===== config.mk =====
export PLATFORM = sky130hd
export DESIGN_NAME = rng_word_seq
export DESIGN_NICKNAME = d
export VERILOG_FILES = /design/src/rtl/rng_seq_pkg.sv /design/src/rtl/rng_ctl_regs.sv /design/src/rtl/rng_word_src.sv /design/src/rtl/rng_avail_ctr.sv /design/src/rtl/rng_word_seq.sv
export SDC_FILE = /design/constraint.sdc
export NUM_CORES = 1
export LEC_CHECK = 0
export BUFFER_PORTS_ARGS = -buffer_cell sky130_fd_sc_hd__buf_2
export CORE_ASPECT_RATIO = 1.75
export CORE_MARGIN = 2
export CORE_UTILIZATION = 30
export DETAILED_ROUTE_END_ITERATION = 8
export PLACE_DENSITY = 0.5
export SYNTH_ARGS = -nofsm -noshare
export SYNTH_HDL_FRONTEND = slang
export SYNTH_SLANG_ARGS = --single-unit

===== constraint.sdc =====
create_clock -name clk -period 6.1 [get_ports clk]
set_input_delay 1.22 -clock clk [delete_from_list [all_inputs] [get_ports clk]]
set_output_delay 1.22 -clock clk [all_outputs]
set_load 0.01 [all_outputs]

===== src/rtl/rng_seq_pkg.sv =====
package rng_seq_pkg;

    localparam int ADDR_W = 8;
    localparam int DATA_W = 32;
    localparam int QCNT_W = 3;

    // register offsets
    localparam logic [ADDR_W-1:0] OFS_STATUS = 8'h04;
    localparam logic [ADDR_W-1:0] OFS_CTRL   = 8'h08;
    localparam logic [ADDR_W-1:0] OFS_AUX2   = 8'h0C;
    localparam logic [ADDR_W-1:0] OFS_AUX3   = 8'h10;
    localparam logic [ADDR_W-1:0] OFS_AUX4   = 8'h14;
    localparam logic [ADDR_W-1:0] OFS_WORD   = 8'hC0;
    localparam logic [ADDR_W-1:0] OFS_RESET  = 8'hD0;

    // control bit positions
    localparam int CB_SOFT_RST = 0;
    localparam int CB_OLD_A    = 1;
    localparam int CB_OLD_B    = 4;
    localparam int CB_START    = 5;
    localparam int CB_GEN      = 7;
    localparam int CB_SINGLE   = 9;
    localparam int CB_NOPERS   = 10;

    // status bit positions
    localparam int SB_DONE = 0;
    localparam int SB_QLO  = 9;

    localparam logic [DATA_W-1:0] AUX2_INIT = 32'h0000_210C;
    localparam logic [DATA_W-1:0] AUX3_INIT = 32'h0002_6F09;
    localparam logic [DATA_W-1:0] BAD_WORD  = 32'h0000_0BAD;

    typedef enum logic [1:0] {
        ACT_IDLE,
        ACT_RESEED,
        ACT_GEN,
        ACT_SOFT
    } ctrl_act_e;

    typedef struct packed {
        logic              req;
        logic              we;
        logic [ADDR_W-1:0] addr;
        logic [DATA_W-1:0] wdata;
    } bus_req_t;

    // one step of the stand-in word source
    function automatic logic [DATA_W-1:0] xs32_step(input logic [DATA_W-1:0] v);
        logic [DATA_W-1:0] t;
        t = v ^ (v << 13);
        t = t ^ (t >> 17);
        t = t ^ (t << 5);
        return t;
    endfunction

    // what an accepted control write asks for
    function automatic ctrl_act_e ctrl_action(input logic [DATA_W-1:0] v,
                                              input logic hold);
        if (hold)
            return ACT_IDLE;
        if (v[CB_SOFT_RST])
            return ACT_SOFT;
        if (!v[CB_START])
            return ACT_IDLE;
        return v[CB_GEN] ? ACT_GEN : ACT_RESEED;
    endfunction

endpackage


===== src/rtl/rng_ctl_regs.sv =====
module rng_ctl_regs
    import rng_seq_pkg::*;
#(
    parameter logic [15:0] HW_VERSION = 16'h0200
) (
    input  logic              clk,
    input  logic              rst,
    input  bus_req_t          bus,
    output logic [DATA_W-1:0] ctrl_q,
    output logic [DATA_W-1:0] aux2_q,
    output logic [DATA_W-1:0] aux3_q,
    output logic [DATA_W-1:0] aux4_q,
    output logic              reset_q,
    output logic              restore,
    output logic              ctrl_wr,
    output logic [DATA_W-1:0] ctrl_wval
);

    localparam logic [DATA_W-1:0] ONE = 32'd1;

    logic [DATA_W-1:0] keep_mask;
    logic              aux_wen;
    logic              wr;

    generate
        if (HW_VERSION < 16'h0200) begin : g_legacy
            assign keep_mask = ~((ONE << CB_SINGLE) | (ONE << CB_NOPERS));
            assign aux_wen   = 1'b0;
        end else begin : g_current
            assign keep_mask = ~((ONE << CB_OLD_A) | (ONE << CB_OLD_B));
            assign aux_wen   = 1'b1;
        end
    endgenerate

    assign wr        = bus.req & bus.we;
    assign ctrl_wr   = wr & (bus.addr == OFS_CTRL);
    assign ctrl_wval = bus.wdata & keep_mask;
    assign restore   = wr & (bus.addr == OFS_RESET) & bus.wdata[0] & ~reset_q;

    always_ff @(posedge clk) begin
        if (rst || restore) begin
            ctrl_q  <= '0;
            aux2_q  <= AUX2_INIT;
            aux3_q  <= AUX3_INIT;
            aux4_q  <= '0;
            reset_q <= 1'b1;
        end else if (wr) begin
            case (bus.addr)
                OFS_CTRL:  ctrl_q <= ctrl_wval;
                OFS_AUX2:  if (aux_wen) aux2_q <= bus.wdata;
                OFS_AUX3:  if (aux_wen) aux3_q <= bus.wdata;
                OFS_AUX4:  if (aux_wen) aux4_q <= bus.wdata;
                OFS_RESET: reset_q <= bus.wdata[0];
                default:   ;
            endcase
        end
    end

endmodule


===== src/rtl/rng_word_src.sv =====
module rng_word_src
    import rng_seq_pkg::*;
#(
    parameter logic [DATA_W-1:0] SEED        = 32'h1234_5678,
    parameter int                BUDGET_LOG2 = 48
) (
    input  logic              clk,
    input  logic              rst,
    input  logic              restore,
    input  logic              reseed,
    input  logic              gen,
    input  logic              advance,
    output logic [DATA_W-1:0] word_o
);

    localparam int BW = BUDGET_LOG2 + 1;
    localparam logic [BW-1:0] BUDGET_FULL = {1'b1, {BUDGET_LOG2{1'b0}}};

    logic [DATA_W-1:0] state_q;
    logic [BW-1:0]     budget_q;
    logic              exhausted;

    assign word_o    = xs32_step(state_q);
    assign exhausted = (budget_q == '0);

    always_ff @(posedge clk) begin
        if (rst || restore) begin
            state_q  <= SEED;
            budget_q <= '0;
        end else if (reseed) begin
            state_q  <= SEED;
            budget_q <= BUDGET_FULL;
        end else if (gen && exhausted) begin
            // forced reseed, then this generate uses one unit
            state_q  <= SEED;
            budget_q <= BUDGET_FULL - 1'b1;
        end else begin
            if (advance)
                state_q <= word_o;
            if (gen)
                budget_q <= budget_q - 1'b1;
        end
    end

endmodule


===== src/rtl/rng_avail_ctr.sv =====
module rng_avail_ctr
    import rng_seq_pkg::*;
#(
    parameter int WORDS_PER_GEN = 8,
    parameter int QCNT_MAX      = 4,
    localparam int CW           = $clog2(WORDS_PER_GEN + 1)
) (
    input  logic              clk,
    input  logic              rst,
    input  logic              clear,
    input  logic              load,
    input  logic              consume,
    output logic [CW-1:0]     count_o,
    output logic [CW-1:0]     left_o,
    output logic [QCNT_W-1:0] qcnt_o,
    output logic              empty_o
);

    localparam logic [CW-1:0]     FULL = CW'(WORDS_PER_GEN);
    localparam logic [CW-1:0]     QLIM = CW'(QCNT_MAX);
    localparam logic [QCNT_W-1:0] QTOP = QCNT_W'(QCNT_MAX);

    logic [CW-1:0]     count_q;
    logic [QCNT_W-1:0] qcnt_q;

    assign left_o  = count_q - 1'b1;
    assign count_o = count_q;
    assign qcnt_o  = qcnt_q;
    assign empty_o = (count_q == '0);

    always_ff @(posedge clk) begin
        if (rst || clear) begin
            count_q <= '0;
            qcnt_q  <= '0;
        end else if (load) begin
            count_q <= FULL;
            qcnt_q  <= QTOP;
        end else if (consume) begin
            count_q <= left_o;
            if (left_o < QLIM)
                qcnt_q <= QCNT_W'(left_o);
        end
    end

endmodule


===== src/rtl/rng_word_seq.sv =====
module rng_word_seq
    import rng_seq_pkg::*;
#(
    parameter logic [15:0]       HW_VERSION    = 16'h0200,
    parameter logic [DATA_W-1:0] SEED          = 32'h1234_5678,
    parameter int                BUDGET_LOG2   = 48,
    parameter int                WORDS_PER_GEN = 8,
    parameter int                QCNT_MAX      = 4,
    parameter int                REFILL_AT     = 3
) (
    input  logic              clk,
    input  logic              rst,
    input  logic              req,
    input  logic              we,
    input  logic [ADDR_W-1:0] addr,
    input  logic [DATA_W-1:0] wdata,
    output logic [DATA_W-1:0] rdata,
    output logic              rvalid,
    output logic              sw_err,
    output logic              done
);

    localparam int CW = $clog2(WORDS_PER_GEN + 1);
    localparam logic [CW-1:0] REFILL_LIM = CW'(REFILL_AT);

    bus_req_t          bus;
    logic [DATA_W-1:0] ctrl_q, aux2_q, aux3_q, aux4_q, ctrl_wval;
    logic              reset_q, restore, ctrl_wr;
    logic [DATA_W-1:0] word;
    logic [CW-1:0]     avail_cnt, avail_left;
    logic [QCNT_W-1:0] qcnt;
    logic              empty;
    ctrl_act_e         act;
    logic              in_rst, rd, rd_word, word_ok, auto_mode, refill;
    logic              do_soft, do_gen, do_reseed;
    logic              done_q;
    logic [DATA_W-1:0] status_w, rd_mux;

    assign bus = '{req: req, we: we, addr: addr, wdata: wdata};

    rng_ctl_regs #(
        .HW_VERSION(HW_VERSION)
    ) i_regs (
        .clk      (clk),
        .rst      (rst),
        .bus      (bus),
        .ctrl_q   (ctrl_q),
        .aux2_q   (aux2_q),
        .aux3_q   (aux3_q),
        .aux4_q   (aux4_q),
        .reset_q  (reset_q),
        .restore  (restore),
        .ctrl_wr  (ctrl_wr),
        .ctrl_wval(ctrl_wval)
    );

    // action decode and word-read qualification
    assign in_rst    = reset_q | ctrl_q[CB_SOFT_RST];
    assign act       = ctrl_wr ? ctrl_action(ctrl_wval, reset_q) : ACT_IDLE;
    assign rd        = req & ~we;
    assign rd_word   = rd & (addr == OFS_WORD);
    assign word_ok   = rd_word & ~in_rst & ~empty;
    assign auto_mode = ctrl_q[CB_START] & ~ctrl_q[CB_SINGLE];
    assign refill    = word_ok & auto_mode & (avail_left <= REFILL_LIM);
    assign do_soft   = (act == ACT_SOFT);
    assign do_reseed = (act == ACT_RESEED);
    assign do_gen    = (act == ACT_GEN) | refill;

    rng_word_src #(
        .SEED       (SEED),
        .BUDGET_LOG2(BUDGET_LOG2)
    ) i_src (
        .clk    (clk),
        .rst    (rst),
        .restore(restore),
        .reseed (do_reseed),
        .gen    (do_gen),
        .advance(word_ok),
        .word_o (word)
    );

    rng_avail_ctr #(
        .WORDS_PER_GEN(WORDS_PER_GEN),
        .QCNT_MAX     (QCNT_MAX)
    ) i_ctr (
        .clk    (clk),
        .rst    (rst),
        .clear  (do_soft | restore),
        .load   (do_gen),
        .consume(word_ok),
        .count_o(avail_cnt),
        .left_o (avail_left),
        .qcnt_o (qcnt),
        .empty_o(empty)
    );

    always_ff @(posedge clk) begin
        if (rst || restore || do_soft)
            done_q <= 1'b0;
        else if (act == ACT_GEN || act == ACT_RESEED)
            done_q <= 1'b1;
    end

    assign done = done_q;

    always_comb begin
        status_w                   = '0;
        status_w[SB_QLO +: QCNT_W] = qcnt;
        status_w[SB_DONE]          = done_q;
    end

    always_comb begin
        case (addr)
            OFS_STATUS: rd_mux = status_w;
            OFS_CTRL:   rd_mux = ctrl_q;
            OFS_AUX2:   rd_mux = aux2_q;
            OFS_AUX3:   rd_mux = aux3_q;
            OFS_AUX4:   rd_mux = aux4_q;
            OFS_WORD:   rd_mux = word_ok ? word : BAD_WORD;
            OFS_RESET:  rd_mux = {{(DATA_W-1){1'b0}}, reset_q};
            default:    rd_mux = '0;
        endcase
    end

    always_ff @(posedge clk) begin
        if (rst) begin
            rdata  <= '0;
            rvalid <= 1'b0;
            sw_err <= 1'b0;
        end else begin
            rvalid <= rd;
            sw_err <= rd_word & ~word_ok;
            if (rd)
                rdata <= rd_mux;
        end
    end

endmodule


* Word level (Yosys, flattened, before mapping)
Index checks and enable logic that the tools add are counted.
** Cells by class
- Add/sub/neg operators :: 2
- Magnitude comparators :: 2
- Equality and inequality tests :: 10
- Mux-type cells :: 24
- Bitwise operators :: 25
- Reductions and logical operators :: 21
** Operators with widths (count)
- $pmux 32 s7 :: 1
- $mux 49 :: 3
- $xor 32x32->32 :: 2
- $logic_not 49->1 :: 1
- $sub 49x1->49 const B :: 1
- $mux 32 :: 1
- $xor 32x15->32 :: 1
- $eq 8x4->1 const B :: 2
- $eq 8x5->1 const B :: 2
- $eq 8x8->1 const B :: 2
- $mux 2 :: 8
- $reduce_and 2->1 :: 7
- $and 1x1->1 :: 13
- $mux 3 :: 3
- $eq 8x3->1 const B :: 1
- $mux 4 :: 2
- $mux 1 :: 6
- $not 1->1 :: 6
- $reduce_bool 2->1 :: 3
- $eq 2x2->1 const B :: 2
- $le 4x2->1 const B :: 1
- $logic_not 4->1 :: 1
- $logic_or 1x1->1 :: 4
- $lt 4x3->1 const B :: 1
- 7 further kinds :: 10
** Word-level totals
- Bits in registers :: 250
- Output and inout port bits :: 35
- Word-level logic and storage cells :: 100

* Longest topological paths before layout
- Depth in word-level cells :: 13
- Depth in mapped cells :: 14
- Mapped depth without buffers :: 10

* Modules after synthesis
Synthesis repeated with hierarchy kept, for this count alone.
** Unflattened totals
- Cells, all modules :: 1456
- Area total of the unflattened synthesis :: 12862.3 µm²
** By module, submodules not included
- rng_ctl_regs :: times used 1, cells each 657, area an instance 5730.5 µm²
- rng_word_src :: times used 1, cells each 453, area an instance 4162.7 µm²
- rng_word_seq :: times used 1, cells each 303, area an instance 2593.7 µm²
- rng_avail_ctr :: times used 1, cells each 43, area an instance 375.4 µm²

* Least setup slack after synthesis
Ideal clock, no wire load.
- Kind :: in2reg
- Start :: input addr[5]
- End :: register i_src.budget_q[21]
- Library setup time :: 132 ps
- Arrival :: 3920 ps
- Data required time :: 5968 ps
- Setup slack :: 2047 ps
- Stages :: 12
- Path buffers :: 2
- Cells stage by stage :: nor4_1 -> and3_1 -> clkbuf_1 -> nand3_1 -> nor2_1 -> o21ai_0 -> ha_1 -> a31oi_1 -> clkbuf_1 -> nor4_1 -> xnor2_1 -> a21oi_1
** On the way
- Cells in the longest elaborated chain, start to end :: 9
- Elaborated cells on any way between the ends :: 21
- Those cells by class :: 5 x eq/ne; 2 x mux; 10 x bitwise; 4 x reduce/logical
** RTL lines
- start: declaration :: RTL line rng_word_seq.sv:15 : input logic [ADDR_W-1:0] addr,
- $eq 8x8->1 :: RTL line rng_word_seq.sv:61 : assign rd_word = rd & (addr == OFS_WORD);
- $and 1x1->1 :: RTL line rng_word_seq.sv:61
- $and 1x1->1 (2 in a row) :: RTL line rng_word_seq.sv:62 : assign word_ok = rd_word & ~in_rst & ~empty;
- $and 1x1->1 (2 in a row) :: RTL line rng_word_seq.sv:64 : assign refill = word_ok & auto_mode & (avail_left <= REFILL_LIM);
- $or 1x1->1 :: RTL line rng_word_seq.sv:67 : assign do_gen = (act == ACT_GEN) | refill;
- $logic_and 1x1->1 :: RTL line rng_word_src.sv:33 : end else if (gen && exhausted) begin
- $mux 49 or $reduce_bool 2->1 (tied branches)
- end signal: assignment :: RTL line rng_word_src.sv:36 : budget_q <= BUDGET_FULL - 1'b1;
- end signal: assignment :: RTL line rng_word_src.sv:41 : budget_q <= budget_q - 1'b1;
- end: declaration :: RTL line rng_word_src.sv:20 : logic [BW-1:0] budget_q;
Several ways; a longest one is shown, not always the timed one.
A chain may end at the register's enable or synchronous reset.

* Worst setup path in the final report
- Start :: input addr[5]
- End :: register i_src.budget_q[13]
Same word-level chain as after synthesis.

==> impl_metrics.json <==
{
  "tritoncts": "done",
  "yosys_warn_count": 0,
  "drv_cap": 0,
  "grt_setup_unrepaired": "false",
  "synthesis.instances": 1463,
  "timing_hold_violations_final": 0,
  "globalRouteOverflowTotal": 0,
  "io_pins": 79,
  "multiInputGateArea_mm2": 0.00624,
  "postCtsHoldBufs": 0,
  "max-slew-margin-rel_pct": 29.3,
  "crit_path_top_delay_cell": "nor4_1",
  "critical_path.top_delay_family": "simple AND/OR/NAND/NOR gates",
  "dr_total_vias": 10134,
  "ys_ff_latch": 250,
  "cp_data_required_time_ps": 6560,
  "num_antenna_cells": 0,
  "syn_avg_cell_area_um2": 7.94,
  "nets": 1547,
  "synth_top_flop_cell": "dfxtp_1",
  "numPortBuffers": 78,
  "dieWidth_um": 153,
  "worst_ep_arrival_time_ps": 5110,
  "grt_antenna_before_repair": 0,
  "critPathCaptureType": "flop",
  "cellLeakagePower_uw": 0.00472,
  "placeableCoreArea_mm2": 0.0383,
  "setup.worst_path.class": "input pin to flop",
  "design.die.area_mm2": 0.0404,
  "path_clk_slew_ps": 60,
  "worst-path-buf-inv": 1,
  "layout_min_cycle_time_ps": 4660,
  "numCtsBuffers": 25,
  "slowest_delay_ps": 750,
  "vdd.ir_drop.worst_mv": 0.188,
  "yosysSeqAreaShare_pct": 43.1,
  "worst-slew-pin-transition_ps": 1050,
  "grt_pass1_vias": 10035,
  "synth_top_cells_by_area": "dfxtp_1, nand2_1, a21oi_1",
  "setup_total_negative_slack_ps": 0,
  "nFillCells": 4097,
  "clock_latency_at_the_later_pin_of_the_worst_skew_pair_ps": 540,
  "synth-edff-count": 0,
  "cp-start-kind": "input pin",
  "layout.area.seq_mm2": 0.00500,
  "path_cells": "buf_2, nor4_1, and3_1, nand3_1, nor3_1, ha_1, a31o_2, nand2_1, a21oi_1",
  "drive_gt1_share_pct": 11.2,
  "synthDominantCellAreaShare_pct": 43.1,
  "cts_root_buffer_type": "clkbuf_16",
  "power_density_mw_per_mm2": 253,
  "routed_via_density": 5.07,
  "status": "complete, no violations",
  "grt_pass1_wl_um": 58100,
  "wire_per_inst_um": 18.8,
  "drt.antenna.violating_nets": 0,
  "whs_ps": 454,
  "cts_setup_buffers": 0,
  "ctsResizeCount": 0,
  "hold_path.class": "flop to flop",
  "mappedNetlistNets": 1513,
  "r2r_slack_ps": 2670,
  "htree_levels": 1,
  "floorplan.rows": 95,
  "ys_async_sr_fraction_pct": 0,
  "globalplace.congestion": 0.860,
  "synth_top_cell_by_area": "dfxtp_1",
  "drc_errors": 0,
  "mappedNetlistArea_mm2": 0.0116,
  "drt_iter0_markers": 527,
  "critical_path.max_fanout": 30,
  "clock_skew_ps": 13.2,
  "grt.total_usage_pct": 18.1,
  "setup-violations-final": 0,
  "fp.dieH_um": 264,
  "max-clock-path-buffers": 3,
  "synth.distinct_cells": 61,
  "flow.area_growth_from_synthesis_pct": 14.7,
  "floorplan.initialDensity_pct": 30.3,
  "sinks_on_clock_net": 250,
  "drt_wl_total_um": 37600,
  "grt_start_max_net_pins": 59,
  "dr.pass1.iters": 5,
  "most-common-layout-cells": "nand2_1, dfxtp_1, a21oi_1, nor2_1, xnor2_1",
  "layout_commonest_cell": "nand2_1",
  "timing.final.max_slew_violations": 0,
  "post_route_clock_period_utilization_pct": 76.3,
  "dp.final_hpwl_um": 26800,
  "maxClockFrequency_mhz": 215
}
-- worst register-to-register path: stages, from the launching register on --
cell     delay (ps)
dfxtp_1         340
or3_1           520
or4_1           700
or4_4           550
or3_4           460
o21ai_4         600
nor2_1          120
-- registers in the layout, indices dropped and copies added (netlist names) --
signal,count
i_src.budget_q,49
i_regs.aux2_q,32
i_regs.aux3_q,32
i_regs.aux4_q,32
i_src.state_q,32
rdata,32
i_regs.ctrl_q,30
i_ctr.count_o,4
i_ctr.qcnt_o,3
done,1
i_regs.reset_q,1
rvalid,1
sw_err,1
-- Yosys cell counts (3+ instances only) --
library cell,instances
o221a_2,4
buf_1,7
a31oi_1,4
nor3b_1,5
or3_1,10
or2_2,5
a211oi_1,9
o21a_1,6
nand4_1,3
a211o_1,4
nand3b_1,4
inv_1,14
and2_1,5
nand3_1,32
nor4b_1,5
dfxtp_1,250
a22oi_1,17
mux2i_1,23
nor2_1,117
nor4_1,31
xor2_1,46
nor2b_1,7
nand2_1,323
a21oi_1,184
and3_1,5
buf_2,5
ha_1,6
a221o_1,18
nor3_1,27
clkbuf_1,81
a221oi_1,7
nand2b_1,4
o21ai_0,60
or4_1,6
xnor2_1,98
-- power by group --
| part | internal [uW] | switching [uW] | leakage [uW] |
|---|---|---|---|
| Sequential | 1630 | 0.524 | 0.00201 |
| Clock | 954 | 673 | 0.000416 |
| Combinational | 25.4 | 77.9 | 0.00229 |
| Total | 2610 | 752 | 0.00472 |
-- per-layer routing --
metal / share of wire, % / track usage (%) / routed length [um]
met2: 56 / 36.0 / 20900
met1: 38 / 19.2 / 14100
met3: 3.3 / 1.84 / 1220
met4: 3.6 / 6.96 / 1340
met5: 0 / 0 / 0
-- path summary, 6_finish.rpt --
kind	depth (start not counted)	from	to
worst min register to register	2	i_regs.ctrl_q[26]	i_regs.ctrl_q[26]
worst max register to register	6	i_src.budget_q[7]	i_src.state_q[11]
worst max-delay path	9	addr[5]	i_src.budget_q[13]
worst min-delay path	2	i_regs.ctrl_q[26]	i_regs.ctrl_q[26]
-- final cells by class --
class                   count  area share [%]
clock inverters             8           0.883
clock buffers              37            5.49
repair buffers            102            4.28
multi-input cells        1104            46.8
flip-flops and latches    250            37.6
inverters                  14           0.394
well taps                 485            4.56
-- cells by family after synthesis --
logic type	after synthesis	synth area share, %
and+or+nand+nor	599	22.8
buffers and inverters	109	3.64
DFF	250	43.1
muxes	24	2.08
adders and majority gates	6	0.646
xor gates and xnor gates	144	10.9
AOI/OAI and AO/OA	331	16.9
-- stage by stage --
stage / setup WS (ps) / power [uW] / util [%] / area (um2) / instances
finish: 1440 / 3360 / 34.8 / 13300 / 2000
global route: 1160 / 3460 / 34.8 / 13300 / 2000
CTS: 1460 / 3400 / 34.8 / 13300 / 2000
detailed placement: 942 / 1770 / 32.6 / 12500 / 1955
global placement: 1020 / 1770 / 32.6 / 12500 / 1955
floorplan: 2050 / 1720 / - / 11600 / 1463
Power figures use the tool's default switching activity.
